## config.mk

```make
export PLATFORM = sky130hd
export DESIGN_NAME = spi_master_buf
export DESIGN_NICKNAME = d
export VERILOG_FILES = /design/src/rtl/spim_pkg.sv /design/src/rtl/spim_clkdiv.sv /design/src/rtl/spim_engine.sv /design/src/rtl/spim_flags.sv /design/src/rtl/spi_master_buf.sv
export SDC_FILE = /design/constraint.sdc
export NUM_CORES = 1
export LEC_CHECK = 0
export BUFFER_PORTS_ARGS = -buffer_cell sky130_fd_sc_hd__buf_2
export CAP_MARGIN = 20
export CORE_MARGIN = 2
export CORE_UTILIZATION = 25
export DETAILED_ROUTE_END_ITERATION = 7
export PLACE_DENSITY = 0.43
export SETUP_SLACK_MARGIN = 0.5
export SYNTH_ARGS = -nofsm -noshare
export SYNTH_HDL_FRONTEND = slang
export SYNTH_SLANG_ARGS = --single-unit
```

## constraint.sdc

```tcl
create_clock -name clk -period 1.8 [get_ports clk]
set_input_delay 0 -clock clk [delete_from_list [all_inputs] [get_ports clk]]
set_output_delay 0 -clock clk [all_outputs]
set_load 0.02 [all_outputs]
```

## src/rtl/spim_pkg.sv

```systemverilog
package spim_pkg;

    localparam int BYTE_W = 8;
    localparam int BIT_CW = $clog2(BYTE_W);
    localparam int NFLAG  = 4;

    // event flag positions
    localparam int FLG_TAKE = 0;
    localparam int FLG_DONE = 1;
    localparam int FLG_RXV  = 2;
    localparam int FLG_OVR  = 3;

    typedef logic [BYTE_W-1:0] byte_t;

    typedef struct packed {
        logic              active;
        logic              sclk;
        logic [BIT_CW-1:0] bitcnt;
        byte_t             txsh;
        byte_t             rxsh;
    } eng_state_t;

    typedef struct packed {
        logic  take;
        logic  finish;
        logic  rx_done;
        byte_t rx_byte;
    } eng_evt_t;

    function automatic byte_t shift_in(byte_t cur, logic b);
        return {cur[BYTE_W-2:0], b};
    endfunction

    function automatic logic is_last(logic [BIT_CW-1:0] cnt);
        return cnt == BIT_CW'(BYTE_W - 1);
    endfunction

endpackage

```

## src/rtl/spim_clkdiv.sv

```systemverilog
module spim_clkdiv #(
    parameter int HALF_DIV = 2
) (
    input  logic clk,
    input  logic rst,
    input  logic run,
    output logic tick
);
    localparam int CW = (HALF_DIV > 1) ? $clog2(HALF_DIV) : 1;
    localparam logic [CW-1:0] LAST = CW'(HALF_DIV - 1);

    logic [CW-1:0] cnt;

    assign tick = run && (cnt == LAST);

    always_ff @(posedge clk) begin
        if (rst || !run || tick) begin
            cnt <= '0;
        end else begin
            cnt <= cnt + 1'b1;
        end
    end
endmodule

```

## src/rtl/spim_engine.sv

```systemverilog
module spim_engine
    import spim_pkg::*;
(
    input  logic     clk,
    input  logic     rst,
    input  logic     tick,
    input  logic     load_ok,
    input  byte_t    load_data,
    input  logic     miso,
    output logic     active,
    output logic     sclk,
    output logic     mosi,
    output logic     cs_n,
    output eng_evt_t evt
);
    eng_state_t st;
    logic       edge_fall;
    logic       edge_rise;
    logic       frame_end;

    assign edge_rise = st.active && tick && !st.sclk;
    assign edge_fall = st.active && tick && st.sclk;
    assign frame_end = edge_fall && is_last(st.bitcnt);

    assign active = st.active;
    assign sclk   = st.sclk;
    assign mosi   = st.txsh[BYTE_W-1];
    assign cs_n   = !st.active;

    always_comb begin
        evt.take    = load_ok && (!st.active || frame_end);
        evt.finish  = frame_end && !load_ok;
        evt.rx_done = edge_rise && is_last(st.bitcnt);
        evt.rx_byte = shift_in(st.rxsh, miso);
    end

    always_ff @(posedge clk) begin
        if (rst) begin
            st <= '0;
        end else if (!st.active) begin
            if (load_ok) begin
                st.active <= 1'b1;
                st.sclk   <= 1'b0;
                st.bitcnt <= '0;
                st.txsh   <= load_data;
            end
        end else if (edge_rise) begin
            st.sclk <= 1'b1;
            st.rxsh <= shift_in(st.rxsh, miso);
        end else if (edge_fall) begin
            st.sclk <= 1'b0;
            if (frame_end) begin
                if (load_ok) begin
                    st.txsh   <= load_data;
                    st.bitcnt <= '0;
                end else begin
                    st.active <= 1'b0;
                end
            end else begin
                st.txsh   <= st.txsh << 1;
                st.bitcnt <= st.bitcnt + 1'b1;
            end
        end
    end

    AST_B2B_HOLDS_CS: assert property (@(posedge clk) disable iff (rst)
        (evt.take && st.active) |=> st.active) else $error("cs released on chained byte");
    AST_FINISH_IDLES: assert property (@(posedge clk) disable iff (rst)
        evt.finish |=> (!st.active && !st.sclk)) else $error("engine still busy after finish");
endmodule

```

## src/rtl/spim_flags.sv

```systemverilog
module spim_flags
    import spim_pkg::*;
(
    input  logic             clk,
    input  logic             rst,
    input  logic [NFLAG-1:0] set,
    input  logic [NFLAG-1:0] clr,
    input  logic [NFLAG-1:0] en,
    output logic [NFLAG-1:0] flags,
    output logic             irq
);
    assign irq = |(flags & en);

    always_ff @(posedge clk) begin
        if (rst) begin
            flags <= '0;
        end else begin
            flags <= (flags & ~clr) | set;
        end
    end

    AST_FLAG_STICKY: assert property (@(posedge clk) disable iff (rst)
        (|(flags & ~clr)) |=> ((flags & $past(flags & ~clr)) == $past(flags & ~clr)))
        else $error("flag dropped without clear");
    AST_FLAG_SET_WINS: assert property (@(posedge clk) disable iff (rst)
        (|set) |=> ((flags & $past(set)) == $past(set))) else $error("set event lost");
endmodule

```

## src/rtl/spi_master_buf.sv

```systemverilog
module spi_master_buf
    import spim_pkg::*;
#(
    parameter int HALF_DIV = 2
) (
    input  logic             clk,
    input  logic             rst,
    input  logic             tx_enable,
    input  logic             rx_enable,
    input  logic             wr_valid,
    input  logic [7:0]       wr_data,
    input  logic             rd_strobe,
    output logic [7:0]       rd_data,
    output logic             tx_empty,
    output logic             tx_done,
    output logic             rx_valid,
    input  logic [3:0]       irq_en,
    input  logic [3:0]       irq_clr,
    output logic [3:0]       irq_flags,
    output logic             irq,
    output logic             sclk,
    output logic             mosi,
    input  logic             miso,
    output logic             cs_n
);
    logic     tick;
    logic     active;
    logic     tx_full;
    byte_t    tx_hold;
    byte_t    rx_hold;
    logic     rx_have;
    logic     load_ok;
    logic     wr_take;
    logic     rx_accept;
    logic     overrun;
    eng_evt_t evt;
    logic [NFLAG-1:0] flag_set;

    // transmit holding slot
    assign wr_take = wr_valid && !tx_full;
    assign load_ok = tx_full && tx_enable;

    always_ff @(posedge clk) begin
        if (rst) begin
            tx_full <= 1'b0;
            tx_hold <= '0;
        end else if (evt.take) begin
            tx_full <= 1'b0;
        end else if (wr_take) begin
            tx_full <= 1'b1;
            tx_hold <= wr_data;
        end
    end

    // receive slot
    assign rx_accept = evt.rx_done && rx_enable;
    assign overrun   = rx_accept && rx_have && !rd_strobe;

    always_ff @(posedge clk) begin
        if (rst) begin
            rx_have <= 1'b0;
            rx_hold <= '0;
        end else if (rx_accept) begin
            rx_have <= 1'b1;
            rx_hold <= evt.rx_byte;
        end else if (rd_strobe) begin
            rx_have <= 1'b0;
        end
    end

    spim_clkdiv #(.HALF_DIV(HALF_DIV)) u_div (
        .clk  (clk),
        .rst  (rst),
        .run  (active),
        .tick (tick)
    );

    spim_engine u_eng (
        .clk       (clk),
        .rst       (rst),
        .tick      (tick),
        .load_ok   (load_ok),
        .load_data (tx_hold),
        .miso      (miso),
        .active    (active),
        .sclk      (sclk),
        .mosi      (mosi),
        .cs_n      (cs_n),
        .evt       (evt)
    );

    always_comb begin
        flag_set           = '0;
        flag_set[FLG_TAKE] = evt.take;
        flag_set[FLG_DONE] = evt.finish;
        flag_set[FLG_RXV]  = rx_accept;
        flag_set[FLG_OVR]  = overrun;
    end

    spim_flags u_flg (
        .clk   (clk),
        .rst   (rst),
        .set   (flag_set),
        .clr   (irq_clr),
        .en    (irq_en),
        .flags (irq_flags),
        .irq   (irq)
    );

    assign rd_data  = rx_hold;
    assign rx_valid = rx_have;
    assign tx_empty = !tx_full;
    assign tx_done  = !tx_full && !active;

    AST_CLK_IDLE_LOW: assert property (@(posedge clk) disable iff (rst)
        cs_n |-> !sclk) else $error("sclk high while deselected");
    AST_MOSI_HOLD: assert property (@(posedge clk) disable iff (rst)
        sclk |-> $stable(mosi)) else $error("mosi moved while sclk high");
    AST_NO_START_OFF: assert property (@(posedge clk) disable iff (rst)
        (cs_n && !tx_enable) |=> cs_n) else $error("frame started while disabled");
    AST_DONE_EMPTY: assert property (@(posedge clk) disable iff (rst)
        tx_done |-> tx_empty) else $error("done with byte pending");
    AST_RD_CLEARS: assert property (@(posedge clk) disable iff (rst)
        (rd_strobe && !rx_accept) |=> !rx_valid) else $error("read did not clear valid");
    AST_RX_GATED: assert property (@(posedge clk) disable iff (rst)
        (!rx_enable && !rx_valid) |=> !rx_valid) else $error("byte accepted while rx off");
endmodule

```

==> impl_metrics.toml <==
[yosys]
synth_cell_types = 28
yosysMostFrequentCell = "dfxtp_1"
synth_mux_area_frac = 0.114
synth_ff_type = "dfxtp_1"
synth-adder-area-share = 0.0148
synthCells = 182
netlist_top_cells_count = "dfxtp_1, nor2_1, nand2_1"
yosys.area.top_type = "dfxtp_1"
yosysSeqAreaShare = 0.510
yosysWarnings = 0
synth_top_cell_area_share = 0.510
synth.cell_area_mm2 = 0.00169
synth_edf_count = 0
synth_seq_cells = 43
yosys.area_share.simple = 0.196
synth_top_family_by_area = "simple AND/OR/NAND/NOR gates"
syn-mean-instance-area_um2 = 9.27
syn_nets = 207
synthArstFlopShare = 0
synth_xor_area_frac = 0
synthTopCellsByArea = "dfxtp_1, mux2i_1, nor2_1, a21oi_1, nand2_1"
synth_compound_area_frac = 0.124

[placement]
dp_hpwl_um = 2580
place_ws_ns = 0.122
portBuffers = 41
place_congestion = 0.653

[sta]
layout_setup_ws_ns = 0.300
worstMarginPinSlew_ns = 0.470
fmax_mhz = 666
slew_viol_final = 0
grt_setup_unrepaired = "true"
final_hold_viol_count = 0
period_minus_slack_ns = 1.50
setup_viol = 0
finClkSkew_ns = 0.00924
period_share = 0.834
slew_headroom = 0.687
whs_ns = 0.00465
tns_ns = 0

[outcome]
outcome = "finished, final reports clean"

[floorplanning]
io_pins = 42
dieArea_mm2 = 0.00742
die_w_um = 86.2
placementRows = 29
core-area_mm2 = 0.00642
die_h_um = 86.2
start_util = 0.263

[global_routing]
grt.overflow.total = 0
grt_antenna_before_repair = 0
first_global_vias = 1393
grt_pass1_wl_um = 6460
grtUsageTotal = 0.109
grt_max_degree = 44

[min_path]
hp-class = "in -> reg"
hold_start = "irq_clr[0]"

[layout]
diodes = 0
syn_to_final_growth_pct = 44.2
drive_above_1_share = 0.355
postLayoutCoreUtil = 0.379
final_nets = 269
fill_cells = 660

[pwr]
sw_frac_of_total = 0.225
p_total_w = 0.00213
power.density_mw_per_mm2 = 876
max-vdd-ir-drop_mv = 0.362
p_seq_frac = 0.474
switchingPower_w = 0.000479
p_int_w = 0.00165
p_leak_nw = 0.988
combPwrFrac = 0.106
clock_power_share = 0.420

[worst_setup_path]
cp_slowest_cell = "dfxtp_2"
crit_chain = "ha_4, ha_4, nand2b_4, a22o_4, a221oi_2, nor3_1"
cp_common_cell = "ha_4"
crit_buf_inv = 0
critical_path.top_delay_family = "compound AO/OA/AOI/OAI gates"
critPathKind = "reg -> reg"
cp_max_fo = 6
cpPeakStageDelay_ns = 0.34
critPathLaunchType = "register"
cp-startpoint = "u_eng.st[17]$_SDFFE_PP0P_"
r2r_start = "u_eng.st[17]$_SDFFE_PP0P_"
arrival_ns = 1.66
required_ns = 1.96
endpoint_kind = "register"

[clock_tree]
worstSkewPairLatency_ns = 0.30
cts_tree = "yes"
htreeDepth = 2
cts_sinks = 43
numCtsBuffers = 5
clk_path_buf_depth = 2
clk_pin_slew_worst_paths_ns = 0.09
root_buffer = "clkbuf_8"

[drt]
viasPerCell = 4.49
ant_nets = 0
vias = 1445
dr.pass1.iters = 4
avgRoutedWirePerCell_um = 12.1
drt_iter0_markers = 30
drt-total-wl_um = 3900
drc_errors = 0

[flow_run]
maxCapViolCount = 0
-- timing repair --
item                                    4_1_cts  5_1_grt
gates cloned                                  1        0
hold buffers                                 13        0
pin swaps                                     1        4
gates resized for setup                       6        7
hold endpoints to repair                     14        0
setup buffers                                 3        0
endpoints found under the setup margin       30       32
-- worst register-to-register path: cells and delay by family (launching register included) --
| kind | cells | cell delay, ns |
|---|---|---|
| compound gates | 2 | 0.47 |
| fa+ha+maj | 2 | 0.33 |
| flops | 1 | 0.34 |
| simple gates | 2 | 0.23 |
-- power groups by stage --
stage                     Sequential, W  Combinational, W  Clock [W]
after global placement          0.00103          0.000183          0
final                           0.00101          0.000226   0.000894
after global routing            0.00102          0.000251   0.000959
after detailed placement        0.00103          0.000184          0
after floorplan                 0.00103          0.000130          0
after CTS                       0.00101          0.000225   0.000917
-- sequential cells by signal, indices dropped and copies added, names as in the netlist --
signal,flops
u_div.cnt,1
u_eng.sclk,1
tx_full,1
u_eng.active,1
u_flg.flags,4
u_eng.st,10
u_eng.evt,7
tx_hold,8
u_eng.mosi,1
rx_valid,1
rd_data,8
-- cell usage in the layout (no fill, tap or decap), types with 5 or more instances in the layout --
cell type,n
dlygate4sd3_1,13
dfxtp_1,39
nor3_1,8
buf_2,41
a221oi_2,7
buf_4,7
clkbuf_8,5
mux2i_1,17
a21oi_1,14
inv_1,5
nor2_1,33
nand2_1,19
-- path summary, 6_finish.rpt --
check	to	slack [ns]	depth (start not counted)
setup / recovery	u_eng.st[12]$_SDFFE_PP0P_	0.30	6
hold / removal	u_flg.flags[0]$_SDFF_PP0_	0.005	4
setup reg to reg	u_eng.st[12]$_SDFFE_PP0P_	0.30	6
hold reg to reg	u_eng.evt[7]$_SDFFE_PP0P_	0.47	2
-- cell families after synthesis --
kind of cell | count (synthesis)
adder cells (fa/ha/maj) | 2
flip-flops | 43
buffers and inverters | 15
AND/OR/NAND/NOR | 73
multiplexers | 18
AO/OA/AOI/OAI | 31
-- per-layer routing --
layer	share of wire	GRT usage
met2	0.43	0.165
met5	0	0
met1	0.52	0.148
met3	0.039	0.0250
met4	0.012	0.0476
-- layout make-up --
type / instances / area (um2) / area share
repair buffers: 64 / 430 / 0.177
flip-flops and latches: 43 / 868 / 0.357
clock inverters: 3 / 67.6 / 0.0278
well taps: 77 / 96.3 / 0.0396
clock buffers: 5 / 68.8 / 0.0283
multi-input cells: 125 / 883 / 0.363
inverters: 5 / 18.8 / 0.00771
-- through the flow --
stage / instance area (um2) / std cells
floorplan: 1780 / 182
finish: 2430 / 322
CTS: 2400 / 322
detailed placement: 2070 / 297
global route: 2430 / 322
global placement: 2070 / 297
Note: power is estimated with default switching activity, not from simulation.
